## src/rtl/berr_pkg.sv

```systemverilog
package berr_pkg;
  localparam int NCLS   = 6;
  localparam int CLS_W  = 3;
  localparam int CMD_W  = 4;
  localparam int REG_AW = 3;

  // event vector index = priority (0 highest) = class code - 1
  localparam int EV_PAR   = 0;
  localparam int EV_MABT  = 1;
  localparam int EV_TABT  = 2;
  localparam int EV_RETRY = 3;
  localparam int EV_SPLTO = 4;
  localparam int EV_SPLCE = 5;

  typedef enum logic [CLS_W-1:0] {
    CLS_NONE  = 3'd0,
    CLS_PAR   = 3'd1,
    CLS_MABT  = 3'd2,
    CLS_TABT  = 3'd3,
    CLS_RETRY = 3'd4,
    CLS_SPLTO = 3'd5,
    CLS_SPLCE = 3'd6
  } err_cls_e;

  typedef enum logic [REG_AW-1:0] {
    REG_ADDR_HI = 3'd0,
    REG_ADDR_LO = 3'd1,
    REG_ATTR    = 3'd2,
    REG_SMSG    = 3'd3,
    REG_STAT    = 3'd4,
    REG_CTRL    = 3'd5
  } reg_sel_e;
endpackage

```

## src/rtl/berr_prio.sv

```systemverilog
module berr_prio
  import berr_pkg::*;
#(
  parameter int N = NCLS
) (
  input  logic [N-1:0] ev_i,
  output err_cls_e     cls_o,
  output logic         any_o,
  output logic         multi_o
);
  logic [CLS_W-1:0] code;

  always_comb begin
    code = '0;
    for (int i = N - 1; i >= 0; i--) begin
      if (ev_i[i]) code = CLS_W'(i + 1);
    end
  end

  assign cls_o   = err_cls_e'(code);
  assign any_o   = |ev_i;
  assign multi_o = ($countones(ev_i) > 1);
endmodule

```

## src/rtl/berr_record.sv

```systemverilog
module berr_record
  import berr_pkg::*;
#(
  parameter int ADDR_W = 64,
  parameter int ATTR_W = 32,
  parameter int MSG_W  = 32,
  parameter int N      = NCLS
) (
  input  logic              clk_i,
  input  logic              rst_ni,
  input  logic              clr_i,
  input  logic [N-1:0]      ev_i,
  input  err_cls_e          cls_i,
  input  logic              any_i,
  input  logic              multi_i,
  input  logic [ADDR_W-1:0] addr_i,
  input  logic [ATTR_W-1:0] attr_i,
  input  logic [CMD_W-1:0]  cmd_i,
  input  logic [MSG_W-1:0]  msg_i,
  output logic              valid_o,
  output logic              ovf_o,
  output err_cls_e          cls_o,
  output logic [ADDR_W-1:0] addr_o,
  output logic [ATTR_W-1:0] attr_o,
  output logic [CMD_W-1:0]  cmd_o,
  output logic [MSG_W-1:0]  msg_o,
  output logic [N-1:0]      seen_o
);
  logic armed, is_split;

  // a clear in the same cycle re-arms before the event is judged
  assign armed    = !valid_o || clr_i;
  assign is_split = (cls_i == CLS_SPLTO) || (cls_i == CLS_SPLCE);

  always_ff @(posedge clk_i or negedge rst_ni) begin
    if (!rst_ni) begin
      valid_o <= 1'b0;
      ovf_o   <= 1'b0;
      cls_o   <= CLS_NONE;
      addr_o  <= '0;
      attr_o  <= '0;
      cmd_o   <= '0;
      msg_o   <= '0;
      seen_o  <= '0;
    end else begin
      if (clr_i) begin
        valid_o <= 1'b0;
        ovf_o   <= 1'b0;
        cls_o   <= CLS_NONE;
        addr_o  <= '0;
        attr_o  <= '0;
        cmd_o   <= '0;
        msg_o   <= '0;
      end
      if (any_i && armed) begin
        valid_o <= 1'b1;
        ovf_o   <= multi_i;
        cls_o   <= cls_i;
        addr_o  <= addr_i;
        attr_o  <= attr_i;
        cmd_o   <= cmd_i;
        msg_o   <= is_split ? msg_i : '0;
      end else if (any_i) begin
        ovf_o   <= 1'b1;
      end
      seen_o <= (clr_i ? '0 : seen_o) | ev_i;
    end
  end
endmodule

```

## src/rtl/berr_resp.sv

```systemverilog
module berr_resp
  import berr_pkg::*;
#(
  parameter int DATA_W = 32,
  parameter int N      = NCLS
) (
  input  logic              clk_i,
  input  logic              rst_ni,
  input  logic [N-1:0]      ev_i,
  input  logic              perr_en_i,
  output logic              far_ack_o,
  output logic [DATA_W-1:0] far_data_o,
  output logic              perr_o
);
  always_ff @(posedge clk_i or negedge rst_ni) begin
    if (!rst_ni) begin
      far_ack_o <= 1'b0;
      perr_o    <= 1'b0;
    end else begin
      far_ack_o <= ev_i[EV_MABT] | ev_i[EV_TABT] | ev_i[EV_RETRY];
      perr_o    <= ev_i[EV_PAR] & perr_en_i;
    end
  end

  assign far_data_o = {DATA_W{far_ack_o}};
endmodule

```

## src/rtl/berr_log_unit.sv

```systemverilog
module berr_log_unit
  import berr_pkg::*;
#(
  parameter int ADDR_W = 64,
  parameter int ATTR_W = 32,
  parameter int MSG_W  = 32,
  parameter int DATA_W = 32
) (
  input  logic              clk_i,
  input  logic              rst_ni,
  input  logic              par_err_i,
  input  logic              mabort_i,
  input  logic              tabort_i,
  input  logic              retry_exc_i,
  input  logic              split_to_i,
  input  logic              split_cerr_i,
  input  logic [ADDR_W-1:0] txn_addr_i,
  input  logic [ATTR_W-1:0] txn_attr_i,
  input  logic [3:0]        txn_cmd_i,
  input  logic [MSG_W-1:0]  split_msg_i,
  input  logic [2:0]        reg_addr_i,
  input  logic              reg_we_i,
  input  logic [31:0]       reg_wdata_i,
  output logic [31:0]       reg_rdata_o,
  output logic              far_ack_o,
  output logic [DATA_W-1:0] far_data_o,
  output logic              perr_o,
  output logic              irq_o
);
  localparam int HI_W = ADDR_W - 32;

  logic [NCLS-1:0]   ev;
  err_cls_e          prio_cls, rec_cls;
  logic              ev_any, ev_multi, clr;
  logic              rec_valid, rec_ovf;
  logic [ADDR_W-1:0] rec_addr;
  logic [ATTR_W-1:0] rec_attr;
  logic [CMD_W-1:0]  rec_cmd;
  logic [MSG_W-1:0]  rec_msg;
  logic [NCLS-1:0]   rec_seen;
  logic [1:0]        ctrl_q;   // [0] irq enable, [1] parity report enable
  logic [31:0]       stat_word;

  assign ev  = {split_cerr_i, split_to_i, retry_exc_i, tabort_i, mabort_i, par_err_i};
  assign clr = reg_we_i && (reg_addr_i == REG_STAT) && reg_wdata_i[0];

  always_ff @(posedge clk_i or negedge rst_ni) begin
    if (!rst_ni)                                    ctrl_q <= '0;
    else if (reg_we_i && reg_addr_i == REG_CTRL)    ctrl_q <= reg_wdata_i[1:0];
  end

  berr_prio #(.N(NCLS)) u_prio (
    .ev_i    (ev),
    .cls_o   (prio_cls),
    .any_o   (ev_any),
    .multi_o (ev_multi)
  );

  berr_record #(
    .ADDR_W (ADDR_W),
    .ATTR_W (ATTR_W),
    .MSG_W  (MSG_W),
    .N      (NCLS)
  ) u_rec (
    .clk_i   (clk_i),
    .rst_ni  (rst_ni),
    .clr_i   (clr),
    .ev_i    (ev),
    .cls_i   (prio_cls),
    .any_i   (ev_any),
    .multi_i (ev_multi),
    .addr_i  (txn_addr_i),
    .attr_i  (txn_attr_i),
    .cmd_i   (txn_cmd_i),
    .msg_i   (split_msg_i),
    .valid_o (rec_valid),
    .ovf_o   (rec_ovf),
    .cls_o   (rec_cls),
    .addr_o  (rec_addr),
    .attr_o  (rec_attr),
    .cmd_o   (rec_cmd),
    .msg_o   (rec_msg),
    .seen_o  (rec_seen)
  );

  berr_resp #(.DATA_W(DATA_W), .N(NCLS)) u_resp (
    .clk_i      (clk_i),
    .rst_ni     (rst_ni),
    .ev_i       (ev),
    .perr_en_i  (ctrl_q[1]),
    .far_ack_o  (far_ack_o),
    .far_data_o (far_data_o),
    .perr_o     (perr_o)
  );

  assign stat_word = {10'b0, rec_seen, 4'b0, rec_cmd, 1'b0, rec_cls, 2'b0, rec_ovf, rec_valid};

  always_comb begin
    case (reg_addr_i)
      REG_ADDR_HI: reg_rdata_o = 32'(rec_addr[ADDR_W-1 -: HI_W]);
      REG_ADDR_LO: reg_rdata_o = rec_addr[31:0];
      REG_ATTR:    reg_rdata_o = 32'(rec_attr);
      REG_SMSG:    reg_rdata_o = 32'(rec_msg);
      REG_STAT:    reg_rdata_o = stat_word;
      REG_CTRL:    reg_rdata_o = {30'b0, ctrl_q};
      default:     reg_rdata_o = '0;
    endcase
  end

  assign irq_o = rec_valid & ctrl_q[0];
endmodule

```

## config.mk

```make
export PLATFORM = sky130hd
export DESIGN_NAME = berr_log_unit
export DESIGN_NICKNAME = d
export VERILOG_FILES = /design/src/rtl/berr_pkg.sv /design/src/rtl/berr_prio.sv /design/src/rtl/berr_record.sv /design/src/rtl/berr_resp.sv /design/src/rtl/berr_log_unit.sv
export SDC_FILE = /design/constraint.sdc
export NUM_CORES = 1
export LEC_CHECK = 0
export ABC_AREA = 1
export BUFFER_PORTS_ARGS = -buffer_cell sky130_fd_sc_hd__buf_2
export CORE_MARGIN = 5
export CORE_UTILIZATION = 45
export CTS_BUF_LIST = sky130_fd_sc_hd__clkbuf_4 sky130_fd_sc_hd__clkbuf_8
export DETAILED_ROUTE_END_ITERATION = 7
export MAX_ROUTING_LAYER = met4
export PLACE_DENSITY_LB_ADDON = 0.1
export REMOVE_ABC_BUFFERS = 1
export SKIP_LAST_GASP = 1
export SLEW_MARGIN = 0
export SYNTH_ARGS = -nofsm -noshare
export SYNTH_HDL_FRONTEND = slang
export SYNTH_SLANG_ARGS = --single-unit
```

## constraint.sdc

```tcl
create_clock -name clk_i -period 1.3 [get_ports clk_i]
set_input_delay 0.195 -clock clk_i [delete_from_list [all_inputs] [get_ports clk_i]]
set_output_delay 0.195 -clock clk_i [all_outputs]
set_load 0.05 [all_outputs]
```

==> summary.md <==
| Metric | Value |
|---|---|
| Ys Warns | `0` |
| MaxCap Viol Count | `0` |
| Drt pass-1 iters | `8` |
| R2R depth | `8` |
| Failing checks | `negative setup slack` |
| TritonCTS Sinks | `about 150` |
| Drt drc | `0` |
| Reg power frac | `40.6%` |
| DR iter-0 viols | `around 420` |
| Hold endpoint | `u_rec.msg_o[30]$_DFFE_PN0P_` |
| Leakage | `about 6.4 nW` |
| Vias in the first global route | `just over 8,000` |
| Min Hold Slack | `between 6 and 7 ps` |
| Die Wd | `approximately 140 µm` |
| Status | `finished, violations left` |
| Worst hold path type | `input pin to flop` |
| First-pass GRT wire length | `41,700 µm` |
| Post-DR vias/cell | `between 5 and 6` |
| Global Route Usage Sum | `around 27%` |
| Worst R2R End | `u_rec.msg_o[5]$_DFFE_PN0P_` |
| Critical Path Fanout Max | `2` |
| Initial antenna violation count | `2` |
| Setup crit start kind | `flop` |
| Cell Area, Synth | `roughly 7800 µm²` |
| H-tree depth | `4` |
| Clock skew | `a little under 8 ps` |
| Starting density of the core | `45.3%` |
| Setup-failing EPs final | `a little over 200` |
| Die Span Y | `141 µm` |
| Setup TNS | `-45,050 ps` |
| # rows | `48` |
| Buffers on Ports | `roughly 210` |
| Pint | `roughly 9.5 mW` |
| Avg Cell Area, Syn | `~8.9 µm²` |
| Worst Tran Pin Value | `roughly 340 ps` |
| Worst VDD drop | `just under 0.7 mV` |
| Gate power share | `33.3%` |
| Pwr/cell area | `between 1000 and 1500 nW/µm²` |
| CP endpoint kind | `primary output` |
| Synthesized netlist cell count | `slightly below 900` |
| Synth top area share | `47.4%` |
| CTS tree | `done` |
| Post-route ant nets | `0` |
| Min setup slack post-route | `-383 ps` |
| Min Clock Period, post-route | `roughly 1700 ps` |
| Arrival @ worst endpoint | `roughly 1500 ps` |
| Dpl hpwl | `15,400 µm` |
| Die Area | `20,000 µm²` |
| Design area | `roughly 13,000 µm²` |
| Largest net degree at the start of global routing | `43` |
| Worst Path Required | `around 1100 ps` |
| CTS Root Cell | `clkbuf_8` |
| Yosys top cell by area | `dfrtp_1` |
| Final net count | `between 1,500 and 2,000` |
| Setup slack, reg-to-reg | `-300 ps` |
| Hold Crit Depth | `3` |
| Placed cell area | `between 9000 and 10,000 µm²` |
| RSZ-0062 raised after global routing | `yes` |
| Clock transition at path regs | `~80 ps` |
| Net Sw Power | `4.42 mW` |
| Layout cells sized above 1 | `about half` |
| Total Wirelength | `28,700 µm` |
| Fin crit share | `129%` |
| Yosys cell types | `34` |
| Layout area overhead | `72.7%` |
| PnR Total Power | `approximately 14 mW` |
| Number of synthesized register bits | `147` |
| Clock Latency Late Sink | `~450 ps` |
| Top cells by area, synth | `dfrtp_1, nand3_1, inv_1` |
| Fmax | `~600 MHz` |
| Core Area | `17,100 µm²` |
| Clock buffer count from CTS | `17` |
| I/O pin count | `approximately 240` |
| Final Hold Fails | `0` |
| Switching share of total power | `a little under a third` |
| CTS Buffer Depth | `2` |
| Per-cell routed wire length | `about 18 µm` |
| Clk pwr share | `a little over a quarter` |
| Placed Instances | `roughly 1,300` |
| WS Path Type | `flop to primary output` |
| Slew Limit Fails | `0` |
| Hold Path Origin | `split_msg_i[30]` |
| Non-filler cells, final | `about 1,600` |
| Share of the yosys chip area belonging to registers | `between 40% and 50%` |
| Worst r2r src | `u_rec.valid_o$_DFFE_PN0P_` |
| Crit path launch | `u_rec.cls_o[1]$_DFFE_PN0P_` |
| Slew HR | `between 70 and 80%` |
| GP Congestion | `between 0.8 and 0.9` |
| Via count | `just over 8,000` |
| Congestion Overflow GR | `0` |
-- worst max path at each step --
stage / endpoint / cells past startpoint
3_3_place_gp: u_rec.ovf_o$_DFFE_PN0P_ / 10
2_1_floorplan: far_ack_o / 0
4_1_cts: reg_rdata_o[0] / 6
6_report: reg_rdata_o[5] / 5
3_5_place_dp: u_rec.ovf_o$_DFFE_PN0P_ / 10
5_1_grt: reg_rdata_o[0] / 6
-- Yosys cell counts --
library cell / instances
a22oi_1: 5
nand2_2: 1
o21ai_1: 4
o21ai_4: 1
nand3_2: 3
ha_1: 9
o21ai_0: 62
o22ai_1: 59
nor2_4: 1
o21ai_2: 46
buf_1: 1
inv_2: 1
buf_12: 2
inv_1: 158
nor2_1: 46
nand3_4: 2
fa_1: 2
nand4_1: 2
clkbuf_1: 16
a21oi_1: 8
or2_1: 4
buf_4: 38
nand3_1: 138
buf_6: 9
dfrtp_1: 147
o21bai_1: 31
nand2_1: 39
nand3b_1: 1
or2_2: 13
buf_2: 16
buf_8: 5
o21bai_4: 1
nor3_1: 1
nand2_4: 1
-- kinds of logic (layout without fill, tap and decap cells) --
group | Yosys count | after routing | synth area share (%)
and+or+nand+nor | 252 | 252 | 15.9
adders and majority gates | 11 | 11 | 1.97
buffers and inverters | 246 | 722 | 16.0
other | 0 | 3 | 0
DFF | 147 | 147 | 47.4
AOI/OAI and AO/OA | 217 | 217 | 18.7
-- per-layer routing --
layer  global-route usage (%)  vias to the layer above  routed length (µm)
li1                         -                     3781                   -
met1                     34.4                     3960               11600
met2                     44.4                      348               14800
met3                     4.38                       55                1740
met4                     8.47                        0                 670
met5                        -                        -                   0
-- layout by cell type (no fill, tap or decap), drive strengths merged --
cell type      n
clkbuf        28
nor3           1
or2           17
bufinv         2
o21bai        32
buf          414
dfrtp        147
ha             9
inv          160
a22oi          5
nand4          2
nand2         41
dlygate4sd3  113
a21oi          8
fa             2
clkinvlp       1
diode          3
o22ai         59
clkinv         4
nor2          47
nand3        143
nand3b         1
o21ai        113
-- per-stage QoR --
step,setup slack (ps),util (%)
after global routing,-447,78.3
after global placement,-446,54.8
after CTS,-400,73.5
final,-383,78.3
after floorplan,-9010,-
after detailed placement,-467,54.8
-- critical path, cell delays in order, from the launching register on --
cell and delay, ps:
dfrtp_1 340, inv_1 60, o22ai_1 220, nor2_1 90, o21ai_1 130, buf_6 190
-- layout make-up --
class / count / area [µm²]
inverters: 159 / 599
multi-input cells: 480 / 3190
flip-flops and latches: 147 / 3680
fillers: 1074 / 3720
repair buffers: 534 / 5260
clock inverters: 8 / 104
well taps: 225 / 282
diodes: 3 / 7.51
clock buffers: 21 / 283
-- what timing repair did --
item                       4_1_cts  5_1_grt
buffers inserted               103       33
hold buffers                   113        0
gates resized for setup        247      218
hold endpoints to repair       259        0
pin swaps                       64       37
cloned                          10        8
setup endpoints to repair      147      203
-- power groups by stage --
| stage | registers (mW) | logic [mW] | clock network [mW] |
|---|---|---|---|
| final | 5.65 | 4.63 | 3.62 |
| after global routing | 5.70 | 4.98 | 3.85 |
| after CTS | 5.59 | 4.16 | 3.66 |
| after detailed placement | 5.63 | 2.94 | 0 |
| after global placement | 5.60 | 2.90 | 0 |
| after floorplan | 5.73 | 1.78 | 0 |
-- flip-flops by register name, indices dropped and copies added (netlist names) --
register	flops
u_rec.valid_o	1
u_rec.ovf_o	1
u_rec.addr_o	64
u_resp.perr_o	1
u_rec.seen_o	6
u_rec.msg_o	32
ctrl_q	2
u_rec.attr_o	32
u_rec.cmd_o	4
u_resp.far_ack_o	1
u_rec.cls_o	3
No activity file was read; power rests on OpenSTA's default activity.
